### src/rtl/dma_arb_pkg.sv
package dma_arb_pkg;

  typedef enum logic {
    PRIO_STRICT = 1'b0,
    PRIO_ROTATE = 1'b1
  } prio_mode_e;

endpackage

### src/rtl/arb_rst_sync.sv
module arb_rst_sync #(
  parameter int STAGES = 2
) (
  input  logic clk,
  input  logic rst_n,
  output logic rst_sync_n
);

  logic [STAGES-1:0] sync_q;
  logic [STAGES-1:0] sync_d;

  always_comb begin
    sync_d = {sync_q[STAGES-2:0], 1'b1};
  end

  always_ff @(posedge clk or negedge rst_n) begin
    if (!rst_n) begin
      sync_q <= '0;
    end else begin
      sync_q <= sync_d;
    end
  end

  assign rst_sync_n = sync_q[STAGES-1];

endmodule

### src/rtl/arb_last_ptr.sv
module arb_last_ptr #(
  parameter int NUM_CH = 4,
  localparam int IDX_W = $clog2(NUM_CH)
) (
  input  logic             clk,
  input  logic             rst_n,
  input  logic             upd_en,
  input  logic [IDX_W-1:0] upd_idx,
  output logic [IDX_W-1:0] last_idx
);

  logic [IDX_W-1:0] last_q;
  logic [IDX_W-1:0] last_d;

  always_comb begin
    last_d = last_q;
    if (upd_en) begin
      last_d = upd_idx;
    end
  end

  always_ff @(posedge clk or negedge rst_n) begin
    if (!rst_n) begin
      last_q <= IDX_W'(NUM_CH - 1);
    end else if (upd_en) begin
      last_q <= last_d;
    end
  end

  assign last_idx = last_q;


  ptr_load_chk: assert property (@(posedge clk) disable iff (!rst_n)
    upd_en |=> (last_q == $past(upd_idx)));


  ptr_keep_chk: assert property (@(posedge clk) disable iff (!rst_n)
    !upd_en |=> $stable(last_q));

endmodule

### src/rtl/arb_pick.sv
module arb_pick
  import dma_arb_pkg::*;
#(
  parameter int NUM_CH = 4,
  localparam int IDX_W = $clog2(NUM_CH)
) (
  input  logic [NUM_CH-1:0] req,
  input  prio_mode_e        mode,
  input  logic [IDX_W-1:0]  last_idx,
  output logic              pick_vld,
  output logic [IDX_W-1:0]  pick_idx
);

  logic [IDX_W-1:0] start_idx;
  logic [IDX_W-1:0] cand;

  always_comb begin
    if (mode == PRIO_ROTATE) begin
      start_idx = last_idx + IDX_W'(1);
    end else begin
      start_idx = '0;
    end
  end

  always_comb begin
    pick_vld = 1'b0;
    pick_idx = '0;
    cand     = '0;
    for (int k = NUM_CH - 1; k >= 0; k--) begin
      cand = start_idx + IDX_W'(k);
      if (req[cand]) begin
        pick_vld = 1'b1;
        pick_idx = cand;
      end
    end
  end


  pick_req_chk: assert final (!pick_vld || req[pick_idx]);


  pick_none_chk: assert final (pick_vld == (|req));

endmodule

### src/rtl/arb_grant_hold.sv
module arb_grant_hold #(
  parameter int NUM_CH = 4,
  localparam int IDX_W = $clog2(NUM_CH)
) (
  input  logic              clk,
  input  logic              rst_n,
  input  logic              pick_vld,
  input  logic [IDX_W-1:0]  pick_idx,
  input  logic              done,
  output logic [NUM_CH-1:0] gnt,
  output logic [IDX_W-1:0]  gnt_idx,
  output logic              busy
);

  logic [NUM_CH-1:0] gnt_q;
  logic [NUM_CH-1:0] gnt_d;
  logic [NUM_CH-1:0] gnt_en;

  assign busy = |gnt_q;

  always_comb begin
    gnt_d = gnt_q;
    if (!busy) begin
      if (pick_vld) begin
        gnt_d = NUM_CH'(1) << pick_idx;
      end
    end else if (done) begin
      gnt_d = '0;
    end
  end

  for (genvar c = 0; c < NUM_CH; c++) begin : g_gnt_bit
    assign gnt_en[c] = (!busy && pick_vld) || (busy && done);

    always_ff @(posedge clk or negedge rst_n) begin
      if (!rst_n) begin
        gnt_q[c] <= 1'b0;
      end else if (gnt_en[c]) begin
        gnt_q[c] <= gnt_d[c];
      end
    end
  end

  always_comb begin
    gnt_idx = '0;
    for (int c = 0; c < NUM_CH; c++) begin
      if (gnt_q[c]) begin
        gnt_idx = gnt_idx | IDX_W'(c);
      end
    end
  end

  assign gnt = gnt_q;


  gnt_onehot_chk: assert property (@(posedge clk) disable iff (!rst_n)
    $onehot0(gnt_q));


  gnt_hold_chk: assert property (@(posedge clk) disable iff (!rst_n)
    (busy && !done) |=> (gnt_q == $past(gnt_q)));


  gnt_release_chk: assert property (@(posedge clk) disable iff (!rst_n)
    (busy && done) |=> (gnt_q == '0));

endmodule

### src/rtl/dma_bus_arbiter.sv
module dma_bus_arbiter
  import dma_arb_pkg::*;
#(
  parameter int NUM_CH     = 4,
  parameter int RST_STAGES = 2,
  localparam int IDX_W     = $clog2(NUM_CH)
) (
  input  logic              clk,
  input  logic              rst_n,
  input  logic [NUM_CH-1:0] chan_req_i,
  input  logic              rotate_en_i,
  input  logic              xfer_done_i,
  output logic [NUM_CH-1:0] bus_gnt_o,
  output logic [IDX_W-1:0]  gnt_chan_o
);

  logic             rst_sync_n;
  prio_mode_e       mode;
  logic [IDX_W-1:0] last_idx;
  logic             pick_vld;
  logic [IDX_W-1:0] pick_idx;
  logic             busy;
  logic             ptr_upd;

  assign mode    = prio_mode_e'(rotate_en_i);
  assign ptr_upd = busy && xfer_done_i;

  arb_rst_sync #(
    .STAGES     (RST_STAGES)
  ) i_rst_sync (
    .clk        (clk),
    .rst_n      (rst_n),
    .rst_sync_n (rst_sync_n)
  );

  arb_last_ptr #(
    .NUM_CH   (NUM_CH)
  ) i_last_ptr (
    .clk      (clk),
    .rst_n    (rst_sync_n),
    .upd_en   (ptr_upd),
    .upd_idx  (gnt_chan_o),
    .last_idx (last_idx)
  );

  arb_pick #(
    .NUM_CH   (NUM_CH)
  ) i_pick (
    .req      (chan_req_i),
    .mode     (mode),
    .last_idx (last_idx),
    .pick_vld (pick_vld),
    .pick_idx (pick_idx)
  );

  arb_grant_hold #(
    .NUM_CH   (NUM_CH)
  ) i_grant_hold (
    .clk      (clk),
    .rst_n    (rst_sync_n),
    .pick_vld (pick_vld),
    .pick_idx (pick_idx),
    .done     (xfer_done_i),
    .gnt      (bus_gnt_o),
    .gnt_idx  (gnt_chan_o),
    .busy     (busy)
  );


  no_req_idle_chk: assert property (@(posedge clk) disable iff (!rst_sync_n)
    (!busy && chan_req_i == '0) |=> (bus_gnt_o == '0));


  idle_award_chk: assert property (@(posedge clk) disable iff (!rst_sync_n)
    (!busy && chan_req_i != '0) |=> (bus_gnt_o != '0));


  gnt_has_req_chk: assert property (@(posedge clk) disable iff (!rst_sync_n)
    ((bus_gnt_o & ~chan_req_i) == '0));


  idx_match_chk: assert property (@(posedge clk) disable iff (!rst_sync_n)
    (bus_gnt_o == '0) ? (gnt_chan_o == '0) : bus_gnt_o[gnt_chan_o]);

endmodule

### config.mk
export PLATFORM = sky130hd
export DESIGN_NAME = dma_bus_arbiter
export DESIGN_NICKNAME = d
export VERILOG_FILES = /design/src/rtl/dma_arb_pkg.sv /design/src/rtl/arb_rst_sync.sv /design/src/rtl/arb_last_ptr.sv /design/src/rtl/arb_pick.sv /design/src/rtl/arb_grant_hold.sv /design/src/rtl/dma_bus_arbiter.sv
export SDC_FILE = /design/constraint.sdc
export NUM_CORES = 1
export LEC_CHECK = 0
export BUFFER_PORTS_ARGS = -buffer_cell sky130_fd_sc_hd__buf_2
export CAP_MARGIN = 5
export CORE_MARGIN = 4
export CORE_UTILIZATION = 40
export CTS_CLUSTER_DIAMETER = 200
export CTS_CLUSTER_SIZE = 28
export DETAILED_ROUTE_END_ITERATION = 6
export PLACE_DENSITY = 0.72
export SYNTH_ARGS = -nofsm -noshare
export SYNTH_HDL_FRONTEND = slang
export SYNTH_SLANG_ARGS = --single-unit
### constraint.sdc
create_clock -name clk -period 1.2 [get_ports clk]
set_clock_uncertainty 0.05 [all_clocks]
set_input_delay 0.06 -clock clk [delete_from_list [all_inputs] [get_ports clk]]
set_output_delay 0.06 -clock clk [all_outputs]
set_load 0.02 [all_outputs]
==> results.json, run 1 <==
{
  "dieArea_um2": 1960,
  "synth_area_per_cell_um2": 9.08,
  "path_cells": "a21boi_2, o221a_1, a221oi_2, o22a_1, o22ai_1",
  "total_power_uw": 1960,
  "netlist_area_um2": 527,
  "seq_power_share": 0.257,
  "fin_crit_ns": 1.71,
  "drive_gt1_frac": 0.478,
  "synthAdderAreaFrac": 0,
  "grt_pass1_vias": 601,
  "dieHeight_um": 44.3,
  "routabilityCongestion": 0.840,
  "initial_utilization": 0.450,
  "pre_cts_ws_ns": -0.446,
  "worstReg2RegEnd": "i_grant_hold.gnt[1]$_DFFE_PN0P_",
  "wl_mm": 1.66,
  "clk_pin_slew_worst_paths_ns": 0.05,
  "run_status": "finished, violations left",
  "cp-end-kind": "register",
  "yosysSeqAreaShare": 0.385,
  "htreeDepth": 1,
  "drc_errors": 0,
  "synth_compound_area_frac": 0.318,
  "drt_iter0_markers": 13,
  "fmax_mhz": 586,
  "gr-total-overflow": 0,
  "insertion_delay_ns": 0.25,
  "combPwrFrac": 0.634,
  "routedWlPerCell_um": 15.6,
  "row_count": 12,
  "r2r_cells": 5,
  "worst-path-max-fanout": 7,
  "vias": 586,
  "final-seq-area_um2": 205,
  "violations": "negative setup slack",
  "r2r_slack_ns": -0.51,
  "power_density_nw_per_um2": 2460,
  "dp_hpwl_mm": 1.07,
  "synth_top_family_by_area": "compound AO/OA/AOI/OAI gates",
  "dp_cells": 98,
  "ir_drop_mv": 1.44,
  "cp-start-kind": "register",
  "p_int_uw": 1160,
  "instances_no_fill": 106,
  "critPathArrivalTime_ns": 1.77,
  "p_leak_uw": 0.000374,
  "cap_violations": 0,
  "hold_viol_final": 0,
  "synthCells": 58,
  "yosysUniqueCellTypes": 27,
  "yosys_warnings": 0,
  "yosysTopAreaCellShare": 0.285,
  "synth_xor_area_frac": 0,
  "setup_viol": 5,
  "drv_slew": 0,
  "core_area_um2": 1170,
  "synth.area.mux_share": 0,
  "rsz0062_at_grt": "yes",
  "synth-seq-cells": 8,
  "nNetsFinal": 101,
  "num_antenna_cells": 0,
  "power_switching_share": 0.407,
  "placement.io_buffers": 13,
  "vias_per_cell": 5.53,
  "grt_max_degree": 9,
  "cp_data_required_time_ns": 1.26,
  "clockPowerShare": 0.109,
  "setup_slack_ns": -0.507,
  "antenna_found_initial": 0,
  "grt_usage": 0.190,
  "min_period_over_period": 1.42,
  "criticalPathCategory": "reg2reg",
  "crit_start": "i_last_ptr.last_idx[1]$_DFFE_PN1P_",
  "cpPeakStageDelay_ns": 0.59,
  "synth_area_leader_cell": "dfrtp_1",
  "synth_nets": 66,
  "area_delta_synth_final_pct": 51.3,
  "hp-class": "reg2async",
  "cts_sinks": 8,
  "synth-simple-area-share": 0.233,
  "fill_cells": 92,
  "cts_tree": "done",
  "yosys-top-cells-area": "dfrtp_1, dfstp_2, nand2b_1",
  "reg2reg_from": "i_last_ptr.last_idx[1]$_DFFE_PN1P_",
  "ioPinCount": 14,
  "multi_input_area_um2": 304,
  "drtAntennaViolNets": 0,
  "slowest_stage": "dfstp_2",
  "dr.pass1.iters": 4,
  "cts_buffer_depth": 2,
  "die_x_um": 44.3,
  "cts-buffers-inserted": 3,
  "clockRootBuffer": "clkbuf_4",
  "endpoint": "i_grant_hold.gnt[1]$_DFFE_PN0P_",
  "grt_pass1_wl_mm": 2.66,
  "power.switching_uw": 799
}
power groups by stage:
stage / combinational, µW / clock [µW] / sequential [µW]
finish: 1240 / 213 / 505
global route: 1320 / 248 / 524
CTS: 1130 / 221 / 490
detailed placement: 993 / 0 / 496
global placement: 984 / 0 / 489
floorplan: 582 / 0 / 538
kinds of logic (layout without fill, tap and decap cells):
logic type             count (synthesis)  count (layout)
AOI/OAI and AO/OA                     23              23
buffers and inverters                  6              40
DFF                                    8               8
other                                  1               1
and+or+nand+nor                       20              20
repair_timing:
action | in CTS | in global routing
setup endpoints to repair | 6 | 6
resized for setup | 6 | 4
endpoints found under the hold margin | 2 | 0
buffers inserted | 2 | 1
pin swaps | 1 | 2
hold buffers | 1 | 0
cells in the mapped netlist, drive strengths merged:
library cell  number
inv                5
a21boi             1
nand2              3
nand3b             1
a221oi             1
nor2b              1
o32ai              1
nand2b             6
o21a               1
nor2               3
conb               1
or3                2
buf                1
or2                1
a21oi              4
dfstp              2
a22o               2
dfrtp              6
o311ai             1
o21ai              4
o22a               1
o22ai              6
nand4bb            1
o221a              1
or3b               1
or2b               1
per-layer routing:
layer / global-route usage / wire length [µm] / vias up
li1: - / - / 284
met1: 0.218 / 699 / 275
met2: 0.343 / 872 / 21
met3: 0.0610 / 65 / 6
met4: 0.0361 / 19 / 0
met5: 0 / 0 / -
critical path, delay by kind of cell (launching register included):
kind	cells	cell delay (ns)
flip-flops	1	0.59
AO/OA/AOI/OAI	5	0.93
through the flow:
step / area [µm²] / hold WS (ns) / utilization / setup TNS [ns]
2_1_floorplan: 529 / -0.286 / - / -1.55
3_3_place_gp: 706 / -0.206 / 0.603 / -1.69
3_5_place_dp: 706 / -0.204 / 0.603 / -1.72
4_1_cts: 776 / 0.0322 / 0.662 / -1.72
5_1_grt: 797 / 0.0625 / 0.681 / -2.24
6_report: 797 / 0.0487 / 0.681 / -1.96
worst min path at each step:
stage,start,end,slack (ns),cells after the start
final,i_rst_sync.sync_q[1]$_DFF_PN0_,i_grant_hold.gnt[1]$_DFFE_PN0P_,0.05,0
after global routing,i_rst_sync.sync_q[1]$_DFF_PN0_,i_grant_hold.gnt[1]$_DFFE_PN0P_,0.06,0
after CTS,xfer_done_i,i_grant_hold.gnt[3]$_DFFE_PN0P_,0.03,2
after detailed placement,rst_n,i_rst_sync.sync_q[0]$_DFF_PN0_,-0.20,1
after global placement,rst_n,i_rst_sync.sync_q[0]$_DFF_PN0_,-0.21,1
after floorplan,rst_n,i_rst_sync.sync_q[0]$_DFF_PN0_,-0.29,0
sequential cells by signal, indices dropped and copies added, names as in the netlist:
signal	flops
i_rst_sync.sync_q	2
i_last_ptr.last_idx	2
i_grant_hold.gnt	4
placed cells by master (no fill, tap or decap), drive strengths merged, types with 2 or more instances in the layout:
cell     n
a21oi    4
a22o     2
buf     30
clkbuf   4
dfrtp    6
dfstp    2
inv      5
nand2    3
nand2b   6
nor2     3
o21ai    4
o22ai    6
or3      2
layout make-up:
type,count,area share
Multi-Input combinational cell,44,0.381
Sequential cell,8,0.257
Tap cell,14,0.0220
Timing Repair Buffer,31,0.279
Clock buffer,4,0.0330
Inverter,5,0.0267
No activity file was read; power rests on OpenSTA's default activity.
==> inputs of run 2 (changes only) <==
--- a/config.mk
+++ b/config.mk
@@ -15,4 +15,5 @@
 export PLACE_DENSITY = 0.72
 export SYNTH_ARGS = -nofsm -noshare
 export SYNTH_HDL_FRONTEND = slang
+export SYNTH_HIERARCHICAL = 1
 export SYNTH_SLANG_ARGS = --single-unit
==> run 2 against run 1 <==
  * The flow still finishes with violations (negative setup slack)
  * Hold slack lost 0.018 ns
  * Critical path type unchanged
  * Cell area grew 4.2%
  * Sequential power shrank 6.7%
  * Highest routed layer unchanged
  * Sequential share of layout area shrank 1.2 points
  * Flip-flop and latch count is the same
  * Fmax shrank 5.5%
  * Die area shrank 0.20%
==> results.json, run 2 <==
{
  "reg2reg_from": "i_last_ptr/last_idx[1]$_DFFE_PN1P_",
  "dp_hpwl_mm": 1.12,
  "synth-seq-cells": 8,
  "ir_drop_mv": 1.40,
  "cts_buffer_depth": 2,
  "cts_tree": "done",
  "nNetsFinal": 101,
  "crit_start": "i_last_ptr/last_idx[1]$_DFFE_PN1P_",
  "largest_reg_flops": 4,
  "fin_crit_ns": 1.81,
  "drive_gt1_frac": 0.587,
  "grt_pass1_wl_mm": 2.51,
  "layout_commonest_cell": "buf_4",
  "hold_viol_final": 0,
  "dieArea_um2": 1960,
  "drt_iter0_markers": 9,
  "synth-async-reset-ratio": 1.00,
  "yosys-top-cells-area": "dfrtp_1, dfstp_2, nand2_1",
  "synthTopCellsByCount": "nand2_1, dfrtp_1, inv_1",
  "placement.io_buffers": 13,
  "cp-start-kind": "register",
  "gr-total-overflow": 0,
  "min_period_over_period": 1.51,
  "holdWs_ns": 0.0304,
  "htreeDepth": 1,
  "routabilityCongestion": 0.876,
  "yosys_warnings": 6,
  "power_density_nw_per_um2": 2530,
  "synth_area_per_cell_um2": 8.91,
  "fmax_mhz": 553,
  "worst-path-max-fanout": 6,
  "initial_utilization": 0.449,
  "row_count": 12,
  "antenna_found_initial": 0,
  "synth_area_leader_cell": "dfrtp_1",
  "synth_flop_cell": "dfrtp_1",
  "vias": 590,
  "clockRootBuffer": "clkbuf_4",
  "grt_usage": 0.175,
  "grt_max_degree": 8,
  "core_area_um2": 1170,
  "synth_most_common_cell": "nand2_1",
  "final_cell_mix": "buf_4, buf_2, nand2_1, dfrtp_1",
  "grt_pass1_vias": 633,
  "setup_slack_ns": -0.607,
  "critPathArrivalTime_ns": 1.94,
  "cts_sinks": 8,
  "synth_edf_count": 0,
  "run_status": "finished, violations left",
  "drc_errors": 0,
  "criticalPathCategory": "reg2reg",
  "cp_data_required_time_ns": 1.33,
  "ioPinCount": 14,
  "yosysUniqueCellTypes": 31,
  "synthCells": 59,
  "fill_cells": 102,
  "vias_per_cell": 5.57,
  "area_delta_synth_final_pct": 58.1,
  "wl_mm": 1.53,
  "cap_violations": 0,
  "hp-class": "reg2async",
  "insertion_delay_ns": 0.25,
  "dr.pass1.iters": 4,
  "synth_nets": 67,
  "violations": "negative setup slack",
  "rsz0062_at_grt": "yes",
  "pre_cts_ws_ns": -0.609,
  "yosysTopAreaCellShare": 0.286,
  "setup_viol": 6,
  "yosysSeqAreaShare": 0.386,
  "die_x_um": 44.2,
  "routedWlPerCell_um": 14.4,
  "cp-end-kind": "register",
  "drv_slew": 0,
  "num_antenna_cells": 0,
  "p_leak_uw": 0.000392,
  "clk_pin_slew_worst_paths_ns": 0.06,
  "dieHeight_um": 44.2,
  "netlist_area_um2": 526,
  "cts-buffers-inserted": 3,
  "drtAntennaViolNets": 0
}
run 2: area by class of cell:
class / count / area, µm² / area share
Timing Repair Buffer: 32 / 226 / 0.273
Tap cell: 14 / 17.5 / 0.0211
Multi-Input combinational cell: 42 / 329 / 0.396
Clock buffer: 4 / 26.3 / 0.0316
Sequential cell: 8 / 204 / 0.245
Inverter: 6 / 27.5 / 0.0331
run 2: what timing repair did:
| item | CTS | global route |
|---|---|---|
| gates resized for setup | 5 | 14 |
| pin swaps | 3 | 2 |
| setup buffers | 2 | 2 |
| endpoints found under the hold margin | 2 | 0 |
| endpoints found under the setup margin | 8 | 8 |
| hold buffers | 1 | 0 |
run 2: metrics by stage:
step	total power (µW)	cells	cell area (µm²)	TNS, ns	utilization
3_3_place_gp	1530	99	708	-2.39	0.605
2_1_floorplan	1110	59	536	-2.36	-
5_1_grt	2240	106	831	-3.26	0.709
4_1_cts	1910	106	777	-2.61	0.663
6_report	2100	106	831	-2.70	0.709
3_5_place_dp	1570	99	708	-2.69	0.605
run 2: logic make-up after synthesis:
group	count (synthesis)	synth area share
AOI/OAI and AO/OA	18	0.250
buffers and inverters	9	0.0928
DFF	8	0.386
muxes	3	0.0619
other	1	0.00714
and+or+nand+nor	20	0.202
run 2: worst max-delay path, cell delays in order (launching register included):
cell and delay [ns]:
dfstp_2 0.59, mux2i_2 0.26, o211ai_1 0.11, o221ai_1 0.10
nand3_2 0.16, or3b_4 0.40, o22ai_2 0.08
run 2: path summary, 6_finish.rpt:
| path | depth (start not counted) | to | slack [ns] |
|---|---|---|---|
| worst max-delay path | 6 | i_grant_hold/gnt[0]$_DFFE_PN0P_ | -0.61 |
| worst min-delay path | 0 | i_grant_hold/gnt[1]$_DFFE_PN0P_ | 0.03 |
| worst max register to register | 6 | i_grant_hold/gnt[0]$_DFFE_PN0P_ | -0.61 |
| worst min register to register | 0 | i_grant_hold/gnt[1]$_DFFE_PN0P_ | 0.03 |
| max in group asynchronous | 0 | i_last_ptr/last_idx[0]$_DFFE_PN1P_ | 0.79 |
| min in group clk | 2 | i_grant_hold/gnt[0]$_DFFE_PN0P_ | 0.04 |
run 2: routing by layer:
layer,GRT usage,routed length (µm),vias up
li1,-,-,284
met1,0.193,641,287
met2,0.299,804,13
met3,0.0122,42,6
met4,0.151,42,0
met5,0,0,-
run 2: power by group:
part | total, µW | internal, µW | switching, µW
clock network | 217 | 127 | 89.5
logic | 1420 | 740 | 676
registers | 471 | 388 | 82.6
